## src/rtl/des_reassembler.sv

```systemverilog
module des_reassembler #(
  parameter int SW = 10
) (
  input  logic          clk,
  input  logic          rst_n,
  input  logic [2:0]    de_ctrl,
  input  logic          demux,
  input  logic          i_active,
  input  logic          q_active,
  input  logic          in_valid,
  input  logic [SW-1:0] lane_i,
  input  logic [SW-1:0] lane_q,
  input  logic [SW-1:0] lane_id,
  input  logic [SW-1:0] lane_qd,
  output logic [4*SW-1:0] out_data,
  output logic [1:0]    out_src,
  output logic          out_valid,
  input  logic          out_ready,
  output logic          cfg_err,
  output logic          ovf_err
);
  localparam int WW = 4 * SW;

  logic          half;
  logic [SW-1:0] hold_i, hold_q;
  logic [WW-1:0] word;
  logic          word_rdy;
  logic [WW-1:0] mem_d [2];
  logic [1:0]    mem_s [2];
  logic          wr_ptr, rd_ptr;
  logic [1:0]    count;
  logic          pop, full, accept;

  wire de_on = de_ctrl[2];

  always_comb begin
    if (demux)
      word = de_on ? {lane_i, lane_q, lane_id, lane_qd}
                   : {lane_q, lane_qd, lane_i, lane_id};
    else
      word = de_on ? {lane_i, lane_q, hold_i, hold_q}
                   : {lane_q, hold_q, lane_i, hold_i};
  end

  assign word_rdy  = in_valid & (demux | half);
  assign out_valid = count != 2'd0;
  assign pop       = out_valid & out_ready;
  assign full      = count == 2'd2;
  assign accept    = word_rdy & (~full | pop);
  assign out_data  = mem_d[rd_ptr];
  assign out_src   = mem_s[rd_ptr];

  always_ff @(posedge clk) begin
    if (!rst_n) begin
      half   <= 1'b0;
      hold_i <= '0;
      hold_q <= '0;
    end else if (demux) begin
      half <= 1'b0;
    end else if (in_valid) begin
      half <= ~half;
      if (!half) begin
        hold_i <= lane_i;
        hold_q <= lane_q;
      end
    end
  end

  always_ff @(posedge clk) begin
    if (!rst_n) begin
      wr_ptr  <= 1'b0;
      rd_ptr  <= 1'b0;
      count   <= 2'd0;
      ovf_err <= 1'b0;
      cfg_err <= 1'b0;
      mem_d[0] <= '0;
      mem_d[1] <= '0;
      mem_s[0] <= '0;
      mem_s[1] <= '0;
    end else begin
      cfg_err <= de_on & ~(i_active & q_active);
      if (accept) begin
        mem_d[wr_ptr] <= word;
        mem_s[wr_ptr] <= de_ctrl[1:0];
        wr_ptr <= ~wr_ptr;
      end
      if (pop) rd_ptr <= ~rd_ptr;
      count <= count + {1'b0, accept} - {1'b0, pop};
      if (word_rdy & ~accept) ovf_err <= 1'b1;
    end
  end

  a_r8_hold_stable: assert property (@(posedge clk) disable iff (!rst_n)
    (out_valid && !out_ready) |=> (out_valid && $stable(out_data) && $stable(out_src)));

  a_r9_ovf_sticky: assert property (@(posedge clk) disable iff (!rst_n)
    ovf_err |=> ovf_err);

  a_r7_cfg_set: assert property (@(posedge clk) disable iff (!rst_n)
    (de_ctrl[2] && !(i_active && q_active)) |=> cfg_err);

  a_r7_cfg_clear: assert property (@(posedge clk) disable iff (!rst_n)
    !(de_ctrl[2] && !(i_active && q_active)) |=> !cfg_err);

  a_r10_word_shows: assert property (@(posedge clk) disable iff (!rst_n)
    (word_rdy && !out_valid) |=> out_valid);

  a_r9_no_phantom: assert property (@(posedge clk) disable iff (!rst_n)
    (!out_valid && !word_rdy) |=> !out_valid);
endmodule

```

## config.mk

```make
export PLATFORM = sky130hd
export DESIGN_NAME = des_reassembler
export DESIGN_NICKNAME = d
export VERILOG_FILES = /design/src/rtl/des_reassembler.sv
export SDC_FILE = /design/constraint.sdc
export NUM_CORES = 1
export LEC_CHECK = 0
export BUFFER_PORTS_ARGS = -buffer_cell sky130_fd_sc_hd__buf_4
export CORE_MARGIN = 2
export CORE_UTILIZATION = 35
export DETAILED_ROUTE_END_ITERATION = 8
export PLACE_DENSITY = 0.55
export REMOVE_ABC_BUFFERS = 1
export SLEW_MARGIN = 20
export SYNTH_ARGS = -nofsm -noshare
export SYNTH_HDL_FRONTEND = slang
export SYNTH_SLANG_ARGS = --single-unit
export TNS_END_PERCENT = 30
```

## constraint.sdc

```tcl
create_clock -name clk -period 6.7 [get_ports clk]
set_input_delay 1.34 -clock clk [delete_from_list [all_inputs] [get_ports clk]]
set_output_delay 1.34 -clock clk [all_outputs]
set_load 0.01 [all_outputs]
```

==> results of run 1 <==
## placed cells by master, fill, tap and decap left out, types with 4 or more instances in the layout
master,n
mux2_1,5
dfxtp_1,27
nand2_1,42
clkbuf_16,9
nor2_1,85
edfxtp_1,84
mux2_2,57
a21boi_1,8
xnor2_1,4
inv_1,5
buf_4,97
mux2i_1,40
a21boi_0,12
## worst register-to-register path: stages, from the launching register on
cell and delay (ps):
dfxtp_1 400, or3b_4 450, and2_4 180, inv_1 160
ha_1 270, inv_1 50, ha_1 140, xnor2_1 130
xnor2_1 80, and2_1 150
## sequential cells by signal, summed over array words and instances, names as in the netlist, 2 cells and up, named ones only
signal	flops
mem_d	80
hold_q	10
count	2
hold_i	10
mem_s	4
## layer usage
layer  GRT usage  wire [µm]  vias to the layer above
li1            -          -                     1627
met2      0.2444       5593                       71
met3     0.02784        478                       13
met5           0          0                        -
met1      0.1926       5220                     1584
met4     0.05430        186                        0
## layout make-up
type,instances,area (µm²),area share
flip-flops and latches,112,3084,0.4883
multi-input cells,275,1979,0.3134
repair buffers,97,728.2,0.1153
clock buffers,12,256.5,0.04061
well taps,184,230.2,0.03645
clock inverters,4,18.77,0.002971
inverters,5,18.77,0.002971
## cells in the mapped netlist
cell type	count	area, µm²
nor2b_1	2	12.51
ha_1	2	25.02
o21a_2	1	8.760
buf_2	12	60.06
a21boi_0	12	90.09
inv_1	5	18.77
or3b_1	1	8.760
o21ai_0	3	15.01
nand4_4	2	42.54
nor3b_1	2	15.01
xnor2_1	4	35.03
or3b_4	1	11.26
a21oi_1	1	5.000
nand2_1	42	157.7
o21a_1	2	15.01
and2_1	2	12.51
mux2i_1	40	400.4
o21ai_1	1	5.000
clkbuf_1	5	18.77
edfxtp_1	84	2522
mux2_1	5	56.30
nor2_1	85	319.1
mux2_2	57	641.9
buf_6	11	123.9
a21boi_1	8	60.06
or2_2	1	6.260
dfxtp_1	28	560.5
and2_4	1	8.760
## how the worst max path moves through the flow
stage | start | to | slack, ps
after CTS | register | out_data[32] | 3300
after detailed placement | demux | mem_d[0][18]$_SDFFCE_PN0P_ | 3370
final | register | out_data[12] | 3380
after floorplan | in_valid | mem_d[0][0]$_SDFFCE_PN0P_ | 1500
after global routing | register | out_data[27] | 3250
after global placement | demux | mem_d[0][8]$_SDFFCE_PN0P_ | 3400
## power groups by stage
stage                     sequential [mW]  clock, mW  combinational, mW
after floorplan                     0.867          0              0.232
after global placement              0.883          0              0.421
after detailed placement            0.886          0              0.423
after CTS                           0.871      0.515              0.425
after global routing                0.878      0.540              0.452
final                               0.867      0.507              0.415
## through the flow
stage	cells	hold WS [ps]	total power, mW
floorplan	392	430.9	1.099
global placement	673	438.7	1.304
detailed placement	673	445.2	1.308
CTS	689	454.4	1.811
global route	689	477.8	1.870
finish	689	454.2	1.789
## cell families after synthesis
logic type	after synthesis	share of synthesized area
xor+xnor	4	0.006664
flops	112	0.5865
mux	102	0.2090
compound gates	28	0.03785
simple gates	139	0.1131
fa+ha+maj	2	0.004760
buf+inv	33	0.04213
==> results.cfg, run 1 <==
[global_route]
grt_pass1_vias = 3478
grt_max_degree = 44
antenna_found_initial = 0
grt_first_pass_wirelength_um = 18190
grt_overflow = 0
grt_usage = 0.1474

[power]
p_switching_mw = 0.4777
seqPwrFrac = 0.485
leakage_nw = 2.565
swShare = 0.2670
power_frac_clock = 0.283
p_comb_frac = 0.232
pwr_density_cell_mw_per_mm2 = 283.2
vdd_drop_max_mv = 0.1167
p_int_mw = 1.311

[routing]
routed_wire_length_per_instance_um = 16.66
drtIter0Drc = 139
drc_errors = 0
via_count = 3295
via_per_inst = 4.782
antenna_left = 0
drt_first_pass_iters = 5
finalWirelength_um = 11480

[clocking]
htreeDepth = 3
root_buffer = clkbuf_16
cts_buffer_depth = 2
cts_setup_buffers = 0
cts_sinks = 112
clkTransAtPathRegs_ps = 60
clk_latency_ps = 350
tritoncts = done
post_cts_resized = 0
cts_buffers = 9
ctsHoldBuffers = 0

[die]
core_area_mm2 = 0.01459
fp.dieH_um = 126.5
rows = 44
die_x_um = 126.5
io_pins = 95
initial_utilization = 0.3603
dieArea_mm2 = 0.01601

[sta]
post-route-period-util = 0.4958
tightest_slew_ps = 1050
fin_crit_ps = 3322
slew_viol_final = 0
maxClockFrequency_mhz = 301.0
finClkSkew_ps = 10.14
rsz0062_at_grt = no
slew_headroom = 0.3000
setup_viol = 0
hold_viol_final = 0
setup_tns_ps = 0
fin_ws_ps = 3378

[critical_path]
worst-path-buf-inv = 1
crit_type = register to primary output
critPathTopFamily = flip-flops
cp_num_cells = 2
reg2reg_depth = 9
arrival_ps = 1980
critical-path-max-stage-delay_ps = 1020
cp-end-kind = primary output
path_cells = mux2_2, buf_4
worst-path-max-fanout = 42
critPathSlowestCell = dfxtp_2
reg2reg_slack_ps = 4580
r2r_start = count[1]$_SDFF_PN0_
required_ps = 5360
r2r_end = count[1]$_SDFF_PN0_
crit_path_start_kind = register

[cells_and_area]
nFillCells = 1381
finalInstanceArea_mm2 = 0.006316
finalNetCount = 552
utilization = 0.4329
antenna_cells = 0
area_growth_pct = 20.16
drive_gt1_frac = 0.3525

[synth]
synth_cell_types = 28
syn_inst = 420
syn_avg_cell_area_um2 = 12.51
yosys_warnings = 0
ys_ff_latch = 112
yosysSeqAreaShare = 0.5865
syn-cell-area_mm2 = 0.005256

[run_status]
status = completed

[job]
maxCapViolCount = 0

[place]
place.gp.congestion = 0.7470
io_buffers = 94
placed_cell_area_mm2 = 0.006041
dp_hpwl_um = 7061
pre_cts_slack_ps = 3369

[hold_path]
whs_endpoint = hold_i[1]$_SDFFE_PN0P_
hp-start = hold_i[1]$_SDFFE_PN0P_
hold_class = register to register
hold-path-cell-count = 2
(Power assumes the default switching activity.)
==> inputs of run 2 (changes only) <==
==> constraint.sdc (replaced) <==
create_clock -name clk -period 3.23 [get_ports clk]
set_input_delay 0.646 -clock clk [delete_from_list [all_inputs] [get_ports clk]]
set_output_delay 0.646 -clock clk [all_outputs]
set_load 0.01 [all_outputs]
==> run 2 against run 1 <==
Against the previous run: register-to-register slack lost 3500 ps; utilization grew 0.60 points; clock skew shrank 3.9 ps; flip-flop and latch count is the same; sequential share of layout area shrank 0.67 points; critical endpoint is now out_data[3]; die area is the same; hold slack lost 1.8 ps; setup slack lost 2500 ps; final cell count grew 0.44%; critical path depth grew 1.
==> results.cfg, run 2 (synthesized netlist as in run 1, its figures left out) <==
[run_status]
status = completed

[die]
initial_utilization = 0.3603
core_area_mm2 = 0.01459
fp.dieH_um = 126.5
io_pins = 95
die_x_um = 126.5
rows = 44
dieArea_mm2 = 0.01601

[global_route]
grt_usage = 0.1511
grt_first_pass_wirelength_um = 18430
antenna_found_initial = 0
grt_overflow = 0
grt_pass1_vias = 3467
grt_max_degree = 44

[clocking]
cts_buffer_depth = 2
clkTransAtPathRegs_ps = 70
cts_buffers = 9
post_cts_resized = 0
tritoncts = done
root_buffer = clkbuf_16
cts_setup_buffers = 0
ctsHoldBuffers = 0
cts_sinks = 112
clk_latency_ps = 350
htreeDepth = 3

[cells_and_area]
finalInstanceArea_mm2 = 0.006404
utilization = 0.4389
nFillCells = 1384
largest_register_ffs = 80
finalNetCount = 555
drive_gt1_frac = 0.3583
multiInputGateArea_mm2 = 0.001979
reg_top3 = mem_d x80, hold_i x10, hold_q x10
final_cell_mix = buf_4, nor2_1, edfxtp_1, mux2_2, nand2_1
final_cell_count_no_fill = 692
antenna_cells = 0
layout_commonest_cell = buf_4
area_growth_pct = 21.83
seqCellArea_mm2 = 0.003084
top_register = mem_d

[critical_path]
critPathSlowestCell = dfxtp_2
crit_path_start_kind = register
worst-path-max-fanout = 28
required_ps = 2580
crit_type = register to primary output
arrival_ps = 1740
cp-end-kind = primary output
path_cells = buf_12, mux2_2, buf_4
critical-path-max-stage-delay_ps = 580

[sta]
fin_crit_ps = 2390
hold_viol_final = 0
maxClockFrequency_mhz = 418.5
finClkSkew_ps = 6.214
rsz0062_at_grt = no
tightest_slew_ps = 858.2
slew_headroom = 0.4278
setup_viol = 0
fin_ws_ps = 840.4
slew_viol_final = 0
post-route-period-util = 0.7398

[job]
maxCapViolCount = 0

[power]
p_int_mw = 2.870
p_switching_mw = 1.018
power_frac_clock = 0.309
fin_total_pwr_mw = 3.889
leakage_nw = 2.600
swShare = 0.2619
p_comb_frac = 0.241
seqPwrFrac = 0.450
pwr_density_cell_mw_per_mm2 = 607.2
vdd_drop_max_mv = 0.2755

[place]
dp_hpwl_um = 7248
place.gp.congestion = 0.7396
placed_cell_area_mm2 = 0.006076
io_buffers = 94
dp.cells = 676
pre_cts_slack_ps = 705.7

[routing]
drtIter0Drc = 135
drc_errors = 0
finalWirelength_um = 11600
drt_first_pass_iters = 4
routed_wire_length_per_instance_um = 16.76
antenna_left = 0
via_count = 3314
via_per_inst = 4.789

[hold_path]
hold_class = register to register
==> run 2: changes by cell type in the layout (fill, tap and decap cells not counted), sizes merged <==
cell	delta
clkbuf	+1
buf	+3
bufinv	+1
clkinv	-3
clkinvlp	+1
==> run 2: layer usage <==
metal  vias up  GRT usage  share of wire
met5         -          0              0
met4         0    0.05882          0.020
met3        15    0.03290          0.048
met2        76     0.2447           0.47
met1      1587     0.1985           0.46
li1       1636          -              -
==> run 2: worst max-delay path, delay by kind of cell, from the launching register on <==
family | cells | cell delay (ps)
flip-flops | 1 | 580
buffers and inverters | 2 | 410
multiplexers | 1 | 390
==> run 2: power by group through the flow <==
stage	clock (mW)	sequential (mW)	combinational, mW
floorplan	0	1.80	0.482
global placement	0	1.78	0.949
detailed placement	0	1.78	0.954
CTS	1.23	1.75	0.958
global route	1.29	1.77	1.02
finish	1.20	1.75	0.938
==> run 2: layout make-up <==
type / count / share of cell area
flip-flops and latches: 112 / 0.4816
multi-input cells: 275 / 0.3091
repair buffers: 100 / 0.1192
clock buffers: 13 / 0.04396
well taps: 184 / 0.03595
clock inverters: 3 / 0.007229
inverters: 5 / 0.002931
==> run 2: stage by stage <==
| step | TNS [ps] | hold slack, ps |
|---|---|---|
| 2_1_floorplan | -106890 | 430.9 |
| 3_3_place_gp | 0 | 437.0 |
| 3_5_place_dp | 0 | 445.0 |
| 4_1_cts | 0 | 444.8 |
| 5_1_grt | 0 | 462.1 |
| 6_report | 0 | 452.4 |
==> run 2: worst paths after layout <==
kind,cells past startpoint,start,to,slack [ps]
hold / removal,2,hold_q[5]$_SDFFE_PN0P_,hold_q[5]$_SDFFE_PN0P_,450
setup reg to reg,9,count[1]$_SDFF_PN0_,count[1]$_SDFF_PN0_,1120
setup / recovery,3,register,out_data[3],840
hold reg to reg,2,hold_q[5]$_SDFFE_PN0P_,hold_q[5]$_SDFFE_PN0P_,450
==> inputs of run 3 (changes only) <==
==> constraint.sdc (replaced) <==
create_clock -name clk -period 2.4 [get_ports clk]
set_input_delay 0.48 -clock clk [delete_from_list [all_inputs] [get_ports clk]]
set_output_delay 0.48 -clock clk [all_outputs]
set_load 0.01 [all_outputs]
==> run 3 against run 2 <==
Against the previous run: sequential share of layout area is 0.46 points lower; via count hardly changed; critical endpoint is now out_data[13]; non-clock buffer count is 4 higher; clock-buffer cell count is 4 lower; register-to-register slack worse by 670 ps; total power is 39% higher; clock power is 49% higher; critical path depth stayed put; global-route usage is 0.18 points lower; cell area is 0.96% higher; final cell count is 0.58% higher; sequential power is 32% higher.
==> results.cfg, run 3 (synthesized netlist as in run 1, its figures left out) <==
[run_status]
status = completed

[power]
leakage_nw = 2.642
pwr_density_cell_mw_per_mm2 = 834.9
fin_total_pwr_mw = 5.397
vdd_drop_max_mv = 0.4516

[cells_and_area]
seqCellArea_mm2 = 0.003084
final_cell_count_no_fill = 696
layout_commonest_cell = buf_4
reg_top3 = mem_d x80, hold_i x10, hold_q x10
largest_register_ffs = 80
utilization = 0.4431
drive_gt1_frac = 0.3633
top_register = mem_d
finalNetCount = 559
area_growth_pct = 22.99
antenna_cells = 0
multiInputGateArea_mm2 = 0.001979
nFillCells = 1369
final_cell_mix = buf_4, nor2_1, edfxtp_1, mux2_2, nand2_1

[global_route]
busiest_layer = met2
grt_first_pass_wirelength_um = 18370
grt_overflow = 0
grt_max_degree = 44
met1_usage = 0.1995
antenna_found_initial = 0
grtUsageMet2 = 0.2422
grt_use_met3 = 0.03205
grt_pass1_vias = 3415
grt_usage = 0.1493

[die]
rows = 44
dieArea_mm2 = 0.01601
fp.dieH_um = 126.5
core_area_mm2 = 0.01459
die_x_um = 126.5
initial_utilization = 0.3603
io_pins = 95

[clocking]
tritoncts = done
ctsHoldBuffers = 0
clk_latency_ps = 350
cts_buffers = 9
post_cts_resized = 0
cts_buffer_depth = 2
clkTransAtPathRegs_ps = 70
cts_setup_buffers = 0
htreeDepth = 3
root_buffer = clkbuf_16
cts_sinks = 112

[routing]
drt_first_pass_iters = 4
via_count = 3316
via_per_inst = 4.764
drc_errors = 0
drtIter0Drc = 107
antenna_left = 0
routed_wire_length_per_instance_um = 16.55
finalWirelength_um = 11520

[sta]
hold_viol_final = 0
rsz0062_at_grt = no
slew_headroom = 0.4145
maxClockFrequency_mhz = 487.4
setup_tns_ps = 0
setup_viol = 0
slew_viol_final = 0
post-route-period-util = 0.8549
finClkSkew_ps = 5.419
tightest_slew_ps = 878.2
hold_slack_ps = 296.0
fin_crit_ps = 2052

[hold_path]
hold_class = input port to register

[critical_path]
arrival_ps = 1570
worst-path-max-fanout = 24
cp-end-kind = primary output
required_ps = 1920
crit_type = register to primary output
crit_path_start_kind = register

[place]
place.gp.congestion = 0.7371
dp.cells = 680
dp_hpwl_um = 7138
io_buffers = 94

[job]
maxCapViolCount = 0
==> run 3: changes by cell type in the layout (fill, tap and decap cells not counted), sizes merged <==
cell | previous run | this run
clkbuf | 13 | 9
bufinv | 1 | 4
clkinv | 1 | 3
buf | 100 | 104
clkinvlp | 1 | 0
==> run 3: path summary, 6_finish.rpt <==
check	startpoint	end	slack, ps	depth (start not counted)
worst max register to register	count[1]$_SDFF_PN0_	count[1]$_SDFF_PN0_	450	9
worst min register to register	hold_i[8]$_SDFFE_PN0P_	hold_i[8]$_SDFFE_PN0P_	450	2
worst max-delay path	register	out_data[13]	350	3
worst min-delay path	q_active	cfg_err$_SDFF_PN0_	300	2
==> run 3: through the flow <==
step / setup slack, ps / area [µm²]
2_1_floorplan: -1937 / 5054
3_3_place_gp: 279.7 / 6106
3_5_place_dp: 256.1 / 6106
4_1_cts: 306.2 / 6465
5_1_grt: 253.5 / 6465
6_report: 348.3 / 6465
==> run 3: cell type report <==
| class | instances | area share |
|---|---|---|
| Sequential cell | 112 | 0.4771 |
| Clock buffer | 9 | 0.03484 |
| Inverter | 5 | 0.002903 |
| Timing Repair Buffer | 104 | 0.1227 |
| Clock inverter | 7 | 0.02071 |
| Tap cell | 184 | 0.03561 |
| Multi-Input combinational cell | 275 | 0.3062 |
==> run 3: critical path, cell delays in order (launching register included) <==
cell and delay, ps:
dfxtp_2 330, buf_4 340, mux2_2 410, buf_4 150
==> run 3: report_power, final <==
| part | switching (mW) | leakage [nW] | internal [mW] | total, mW |
|---|---|---|---|---|
| sequential | 0.0560 | 1.11 | 2.26 | 2.31 |
| combinational | 0.622 | 1.35 | 0.669 | 1.29 |
| clock | 0.675 | 0.177 | 1.12 | 1.79 |
==> run 3: metal layers <==
| metal | part of all wire | vias to the layer above | routed length [µm] |
|---|---|---|---|
| li1 | - | 1640 | - |
| met1 | 0.47 | 1594 | 5453 |
| met2 | 0.47 | 68 | 5409 |
| met3 | 0.041 | 14 | 469 |
| met4 | 0.016 | 0 | 186 |
| met5 | 0 | - | 0 |
